===== config.mk =====
export PLATFORM = sky130hd
export DESIGN_NAME = swm_ctrl_regs
export DESIGN_NICKNAME = d
export VERILOG_FILES = /design/src/rtl/swm_pkg.sv /design/src/rtl/swm_buf_decode.sv /design/src/rtl/swm_bit_clock.sv /design/src/rtl/swm_ctrl_bank.sv /design/src/rtl/swm_ctrl_regs.sv
export SDC_FILE = /design/constraint.sdc
export NUM_CORES = 1
export LEC_CHECK = 0
export ABC_AREA = 1
export BUFFER_PORTS_ARGS = -buffer_cell sky130_fd_sc_hd__clkbuf_2
export CORE_MARGIN = 5
export CORE_UTILIZATION = 42
export CTS_CLUSTER_SIZE = 20
export DETAILED_ROUTE_END_ITERATION = 10
export PLACE_DENSITY = 0.84
export SETUP_SLACK_MARGIN = 0.1
export SLEW_MARGIN = 25
export SYNTH_ARGS = -nofsm -noshare
export SYNTH_HDL_FRONTEND = slang
export SYNTH_SLANG_ARGS = --single-unit

===== constraint.sdc =====
create_clock -name clk -period 2.9 [get_ports clk]
set_input_delay 0.58 -clock clk [delete_from_list [all_inputs] [get_ports clk]]
set_output_delay 0.58 -clock clk [all_outputs]
set_load 0.03 [all_outputs]

===== src/rtl/swm_pkg.sv =====
package swm_pkg;
   localparam int DATA_W = 32;
   localparam int OFF_CTRL = 0;
   localparam int OFF_RATE = 4;
   localparam int BIT_RXDMA = 0;
   localparam int BIT_TXDMA = 1;
   localparam int BIT_RXMODE = 2;
   localparam int BR_RESET = 1;

   typedef enum logic [1:0] {
      BUF_NONE   = 2'b00,
      BUF_SINGLE = 2'b01,
      BUF_MULTI  = 2'b10
   } buf_mode_e;
endpackage


===== src/rtl/swm_buf_decode.sv =====
module swm_buf_decode
   import swm_pkg::*;
(
   input  logic      dma_en,
   input  logic      mode_bit,
   output buf_mode_e buf_mode
);
   always_comb begin
      if (!dma_en)
         buf_mode = BUF_NONE;
      else if (mode_bit)
         buf_mode = BUF_MULTI;
      else
         buf_mode = BUF_SINGLE;
   end
endmodule


===== src/rtl/swm_bit_clock.sv =====
module swm_bit_clock #(
   parameter int BR_W = 6
) (
   input  logic            clk,
   input  logic            rst_n,
   input  logic            run,
   input  logic [BR_W-1:0] prescale,
   output logic            tick
);
   localparam int CNT_W = BR_W + 2;

   logic [CNT_W-1:0] cnt;
   logic [CNT_W-1:0] last;

   // (prescale+1)*4 - 1
   assign last = {prescale, 2'b11};
   assign tick = run && (cnt == last);

   always_ff @(posedge clk) begin
      if (!rst_n)
         cnt <= '0;
      else if (!run)
         cnt <= '0;
      else if (cnt == last)
         cnt <= '0;
      else
         cnt <= cnt + 1'b1;
   end
endmodule


===== src/rtl/swm_ctrl_bank.sv =====
module swm_ctrl_bank
   import swm_pkg::*;
#(
   parameter int BR_W   = 6,
   parameter int ADDR_W = 3
) (
   input  logic              clk,
   input  logic              rst_n,
   input  logic [ADDR_W-1:0] bus_addr,
   input  logic [DATA_W-1:0] bus_wdata,
   input  logic              bus_we,
   output logic [DATA_W-1:0] bus_rdata,
   input  logic              locked,
   input  logic              hw_clr,
   input  logic              hw_clr_ack,
   output logic              rx_dma,
   output logic              tx_dma,
   output logic              rx_mode,
   output logic [BR_W-1:0]   br,
   output logic              sticky
);
   logic ctrl_sel, rate_sel;

   assign ctrl_sel = (bus_addr == ADDR_W'(OFF_CTRL));
   assign rate_sel = (bus_addr == ADDR_W'(OFF_RATE));

   always_ff @(posedge clk) begin
      if (!rst_n) begin
         rx_dma  <= 1'b0;
         tx_dma  <= 1'b0;
         rx_mode <= 1'b0;
         br      <= BR_W'(BR_RESET);
         sticky  <= 1'b0;
      end else begin
         if (bus_we && ctrl_sel) begin
            rx_dma <= bus_wdata[BIT_RXDMA];
            tx_dma <= bus_wdata[BIT_TXDMA];
            if (!locked)
               rx_mode <= bus_wdata[BIT_RXMODE];
         end
         // hardware clear overrides a same-cycle software write
         if (hw_clr)
            tx_dma <= 1'b0;
         if (bus_we && rate_sel && !locked)
            br <= bus_wdata[BR_W-1:0];
         if (hw_clr)
            sticky <= 1'b1;
         else if (hw_clr_ack)
            sticky <= 1'b0;
      end
   end

   always_comb begin
      bus_rdata = '0;
      if (ctrl_sel) begin
         bus_rdata[BIT_RXDMA]  = rx_dma;
         bus_rdata[BIT_TXDMA]  = tx_dma;
         bus_rdata[BIT_RXMODE] = rx_mode;
      end else if (rate_sel) begin
         bus_rdata[BR_W-1:0] = br;
      end
   end
endmodule


===== src/rtl/swm_ctrl_regs.sv =====
module swm_ctrl_regs
   import swm_pkg::*;
#(
   parameter int BR_W   = 6,
   parameter int ADDR_W = 3,
   parameter int PLEN_W = 8
) (
   input  logic              clk,
   input  logic              rst_n,
   input  logic [ADDR_W-1:0] bus_addr,
   input  logic [31:0]       bus_wdata,
   input  logic              bus_we,
   output logic [31:0]       bus_rdata,
   input  logic              link_active,
   input  logic              tx_first_wr,
   input  logic [PLEN_W-1:0] tx_first_lsb,
   input  logic              tx_underrun,
   input  logic              hw_clr_ack,
   output logic              rx_dma_en,
   output logic              tx_dma_en,
   output logic [1:0]        rx_buf_mode,
   output logic [1:0]        tx_buf_mode,
   output logic              hw_clr_sticky,
   output logic              bit_tick
);
   localparam int NDIR = 2;

   if (BR_W < 1 || BR_W > 16) begin : g_bad_br
      $error("BR_W out of range");
   end
   if (ADDR_W < 3) begin : g_bad_addr
      $error("ADDR_W too small for offset 4");
   end
   if (PLEN_W < 1) begin : g_bad_plen
      $error("PLEN_W must be positive");
   end

   logic            hw_clr;
   logic            rx_mode_bit;
   logic [BR_W-1:0] br_val;
   logic [NDIR-1:0] dma_vec;
   logic [NDIR-1:0] mode_vec;
   buf_mode_e       mode_arr [NDIR];

   assign hw_clr = tx_underrun || (tx_first_wr && (tx_first_lsb == '0));

   swm_ctrl_bank #(.BR_W(BR_W), .ADDR_W(ADDR_W)) u_bank (
      .clk        (clk),
      .rst_n      (rst_n),
      .bus_addr   (bus_addr),
      .bus_wdata  (bus_wdata),
      .bus_we     (bus_we),
      .bus_rdata  (bus_rdata),
      .locked     (link_active),
      .hw_clr     (hw_clr),
      .hw_clr_ack (hw_clr_ack),
      .rx_dma     (rx_dma_en),
      .tx_dma     (tx_dma_en),
      .rx_mode    (rx_mode_bit),
      .br         (br_val),
      .sticky     (hw_clr_sticky)
   );

   // index 0: receive, index 1: transmit (no mode bit, single buffer only)
   assign dma_vec  = {tx_dma_en, rx_dma_en};
   assign mode_vec = {1'b0, rx_mode_bit};

   for (genvar d = 0; d < NDIR; d++) begin : g_dir
      swm_buf_decode u_dec (
         .dma_en   (dma_vec[d]),
         .mode_bit (mode_vec[d]),
         .buf_mode (mode_arr[d])
      );
   end

   assign rx_buf_mode = mode_arr[0];
   assign tx_buf_mode = mode_arr[1];

   swm_bit_clock #(.BR_W(BR_W)) u_clk (
      .clk      (clk),
      .rst_n    (rst_n),
      .run      (link_active),
      .prescale (br_val),
      .tick     (bit_tick)
   );
endmodule


# Word level (Yosys, flattened, before mapping)
# Cells that the tools add are included.
# W data, S select, Z words.
word_totals:
  ff_bits: 18
  in_bits: 50
  output_inout_bits: 40
  wordCells: 32
classes:
  addsub: 1
  n_eq_ne: 2
  mux: 8
  bitwise: 2
  n_reduce_logical: 13
op_table:
  columns: ["cell", "count"]
  rows:
  - ["$add A8 B1 Y8 const B", 1]
  - ["$eq A8 B8 Y1", 1]
  - ["$logic_not A8 Y1", 1]
  - ["$mux W3", 2]
  - ["$mux W6", 1]
  - ["$logic_and A1 B1 Y1", 5]
  - ["$mux W2", 2]
  - ["$eq A3 B3 Y1 const B", 1]
  - ["$logic_not A3 Y1", 1]
  - ["$mux W1", 3]
  - ["$reduce_or A3 Y1", 1]
  - ["$not A1 Y1", 2]
  - ["$reduce_and A2 Y1", 1]
  - ["$reduce_bool A2 Y1", 1]
  - ["$reduce_or A2 Y1", 1]
  - ["$logic_not A1 Y1", 1]
  - ["$logic_or A1 B1 Y1", 1]

# Longest topological paths before layout
depth:
  ltp_word: 4
  ltp_mapped: 9
  ltp_nobuf: 9

# Cells and area by module
# From an unflattened synthesis, not the netlist that was laid out.
hier_totals:
  cells_unflattened: 198
  hier_area_um2: 1325.0
by_module_without_submodules:
  columns: ["mod", "n_inst", "cells_per_inst", "area_each_um2", "seq_area_each_um2"]
  rows:
  - ["swm_ctrl_bank", 1, 111, 778.2, 200.2]
  - ["swm_bit_clock", 1, 67, 460.4, 160.2]
  - ["swm_ctrl_regs", 1, 12, 51.3, 0.0]
  - ["swm_buf_decode", 2, 4, 17.5, 0.0]

# Worst setup path before layout
# No wires, ideal clock.
synth_path:
  path_type: "input -> output"
  startpoint: "input port bus_addr[1]"
  endpoint: "output port bus_rdata[2]"
  arrival_time_ps: 1506
  required_ps: 2320
  setup_slack_ps: 814
  cell_stages: 3
  path_buffers: 0
  path_cell_list: "nor2_4 -> nand2_1 -> o21ai_0"
synth_between:
  elab_chain_cells: 3
  word_cells_on_any_way: 4
  classes_between: "eq/ne: 1; mux: 2; reduce/logical: 1"
synth_lines:
  columns: ["element", "line_no", "text"]
  rows:
  - ["from (decl)", "swm_ctrl_regs.sv:10", "input logic [ADDR_W-1:0] bus_addr,"]
  - ["$eq A3 B3 Y1", "swm_ctrl_bank.sv:25", "assign rate_sel = (bus_addr == ADDR_W'(OFF_RATE));"]
  - ["$mux W6", "swm_ctrl_bank.sv:59", "end else if (rate_sel) begin"]
  - ["$mux W3 (*)", "swm_ctrl_bank.sv:55", "if (ctrl_sel) begin"]
  - ["to (decl)", "swm_ctrl_regs.sv:13", "output logic [31:0] bus_rdata,"]
# Mark *: on every way between the ends. The rest lies on a longest branch, timed or not.

# Final worst setup path
layout_path:
  startpoint: "register u_clk.cnt[0]"
  endpoint: "output port bit_tick"
layout_between:
  elab_chain_cells: 2
layout_lines:
  columns: ["element", "line_no", "text"]
  rows:
  - ["from (decl)", "swm_bit_clock.sv:12", "logic [CNT_W-1:0] cnt;"]
  - ["from (signal assigned)", "swm_bit_clock.sv:27", "cnt <= cnt + 1'b1;"]
  - ["$eq A8 B8 Y1", "swm_bit_clock.sv:17", "assign tick = run && (cnt == last);"]
  - ["$logic_and A1 B1 Y1", "swm_bit_clock.sv:17", null]
  - ["to (decl)", "swm_ctrl_regs.sv:24", "output logic bit_tick"]
# Every way passes these cells.

==> flow_metrics.env <==
export IMPL_outcome="completed"
export IMPL_clk_latency_ns=0.30
export IMPL_drive_gt1_share_pct=21.43
export IMPL_die_area_sq_um=3898
export IMPL_portBuffers=36
export IMPL_syn_inst=174
export IMPL_cp_max_fo=3
export IMPL_std_cell_rows=19
export IMPL_setup_viol=0
export IMPL_hp_start="u_clk.cnt[0]"
export IMPL_cts_hold_buf=0
export IMPL_hpwl_mm=1.988
export IMPL_fin_crit_sh_pct=73.99
export IMPL_synth_compound_area_share_pct=9.101
export IMPL_cts_tree="done"
export IMPL_r2r_start="u_clk.cnt[0]"
export IMPL_worstSetupPathType="reg -> out"
export IMPL_nets=262
export IMPL_fillerInstances=293
export IMPL_utilization_pct=47.97
export IMPL_io_pins=90
export IMPL_route_detailed_drc=0
export IMPL_instances_no_fill=241
export IMPL_power_leakage_nw=0.6908
export IMPL_finish_instance_area_sq_um=1289
export IMPL_drt_iter0_markers=21
export IMPL_netlist_area_sq_um=1155
export IMPL_vias_per_cell=4.353
export IMPL_hold_class="reg -> reg"
export IMPL_grt_pass1_vias=929
export IMPL_synthAdderAreaFrac_pct=1.083
export IMPL_crit_arrival_ns=1.57
export IMPL_ys_top_cells_by_count="33 x nand2_1, 31 x inv_1, 28 x buf_4"
export IMPL_critPathCaptureType="output pin"
export IMPL_placedCellCount=237
export IMPL_grt_setup_unrepaired="false"
export IMPL_timing_critical_path_from="u_clk.cnt[0]"
export IMPL_synth_most_common_cell="nand2_1"
export IMPL_ctsResizeCount=0
export IMPL_routed_via_count=1049
export IMPL_synth_edf_count=0
export IMPL_post_route_min_period_ns=2.146
export IMPL_synth_flop_cell="dfxtp_1"
export IMPL_maxCapViolCount=0
export IMPL_multi_input_area_sq_um=556.8
export IMPL_clock_skew_final_ns=0.005526
export IMPL_dr_pass1_iters=5
export IMPL_cts_clk_slew_worst_paths_ns=0.10
export IMPL_synth_top_family_by_area="buffers and inverters"
export IMPL_ys_seq_area_share_pct=31.20
export IMPL_hold_viol_final=0
export IMPL_synth_area_per_cell_sq_um=6.637
export IMPL_pwr_density_cell_nw_per_um2=401.4
export IMPL_antenna_found_initial=0
export IMPL_yosys_area_share_xor_xnor_pct=3.034
export IMPL_ctsHtreeMaxLevel=1
export IMPL_synth_simple_gate_area_share_pct=26.22
export IMPL_finalPower_mw=0.5174
export IMPL_pre_cts_ws_ns=0.8814
export IMPL_die_h_um=62.44
export IMPL_async_flop_share_pct=0
export IMPL_numCtsBuffers=3
export IMPL_detail_route_wl_per_cell_um=9.846
export IMPL_cts_setup_buffers=0
export IMPL_grt_pass1_wl_mm=3.795
export IMPL_root_buffer="clkbuf_4"
export IMPL_cts_sinks=18
export IMPL_finalWorstSetupSlack_ns=0.7542
export IMPL_synth_area_leaders="dfxtp_1 31%, buf_4 18%, nand2_1 11%"
export IMPL_synth_area_mux_share_pct=0
export IMPL_synth_distinct_cells=21
export IMPL_dieWidth_um=62.44
export IMPL_n_antenna_cell=0
export IMPL_core_area_sq_um=2686
export IMPL_grt_max_degree=13
export IMPL_finalSetupTns_ns=0
export IMPL_required_ns=2.32
export IMPL_finalWeightedCongestion=0.8078
export IMPL_wl_mm=2.373
export IMPL_synthToLayoutAreaGrowth_pct=11.59
export IMPL_ys_ff_latch=18
export IMPL_crit_path_start_kind="register"
export IMPL_register_area_sq_um=360.3
export IMPL_max_clock_freq_mhz=466.0
export IMPL_synth_top_area_share_pct=31.20
export IMPL_grtUsageTotal_pct=11.83
export IMPL_peakVddDrop_mv=0.3334
export IMPL_clk_path_buf_depth=2
export IMPL_initial_core_util_pct=42.99
export IMPL_yosys_area_top_type="dfxtp_1"
export IMPL_ys_warn_count=0
export IMPL_holdWs_ns=0.4547
export IMPL_overflow=0
export IMPL_dpl_cell_area_sq_um=1252
export IMPL_drv_slew=0
export IMPL_drtAntennaViolNets=0
==> registers in the layout, summed over array words and instances (netlist names) <==
name	flops
u_clk.cnt	8
u_bank.rx_mode	1
u_bank.tx_dma	1
u_bank.br	6
u_bank.sticky	1
u_bank.rx_dma	1
==> kinds of logic after synthesis <==
| logic type | Yosys count |
|---|---|
| adder cells (fa/ha/maj) | 1 |
| flip-flops | 18 |
| buffers and inverters | 61 |
| XOR/XNOR | 4 |
| AND/OR/NAND/NOR | 69 |
| AO/OA/AOI/OAI | 20 |
| other | 1 |
==> area by class of cell <==
class / instances / share of cell area (%)
inverter: 31 / 9.029
timing repair buffer: 36 / 13.98
clock buffer: 4 / 2.816
multi-input combinational: 121 / 43.20
tap: 31 / 3.010
sequential: 18 / 27.96
==> cell usage in the layout, fill, tap and decap left out, types with 3 or more instances in the layout <==
cell      instances
xor2_1            4
clkbuf_4          3
a21oi_1           8
nand3_1           5
inv_1            31
nand2_1          33
nor2_1           21
dfxtp_1          18
nand4_1           3
clkbuf_2         36
o21ai_0           9
conb_1           27
==> critical path: stages, from the launching register on <==
cell	delay (ns)
dfxtp_1	0.37
ha_1	0.18
inv_1	0.05
a21oi_1	0.11
nand2_1	0.06
nor2_1	0.08
nand2_1	0.11
nor2_1	0.11
clkbuf_2	0.21
==> report_power, final <==
part	total [mW]	internal [mW]	switching [mW]	leakage, nW
combinational	0.102	0.0226	0.0798	0.524
sequential	0.255	0.252	0.00310	0.146
clock	0.160	0.0767	0.0830	0.0210
==> metal layers <==
metal	track usage, %	up-vias	share of wire (%)
met5	0	-	0
met4	4.775	0	1.6
met3	3.597	5	9.1
met2	20.60	39	50
met1	13.30	461	39
li1	-	544	-
==> path summary, 6_finish.rpt <==
check	end	slack, ns	cells past startpoint
setup / recovery	bit_tick	0.75	8
hold / removal	u_clk.cnt[0]	0.45	1
setup reg to reg	u_clk.cnt[6]	1.68	8
hold reg to reg	u_clk.cnt[0]	0.45	1
Note: power is estimated with default switching activity, not from simulation.
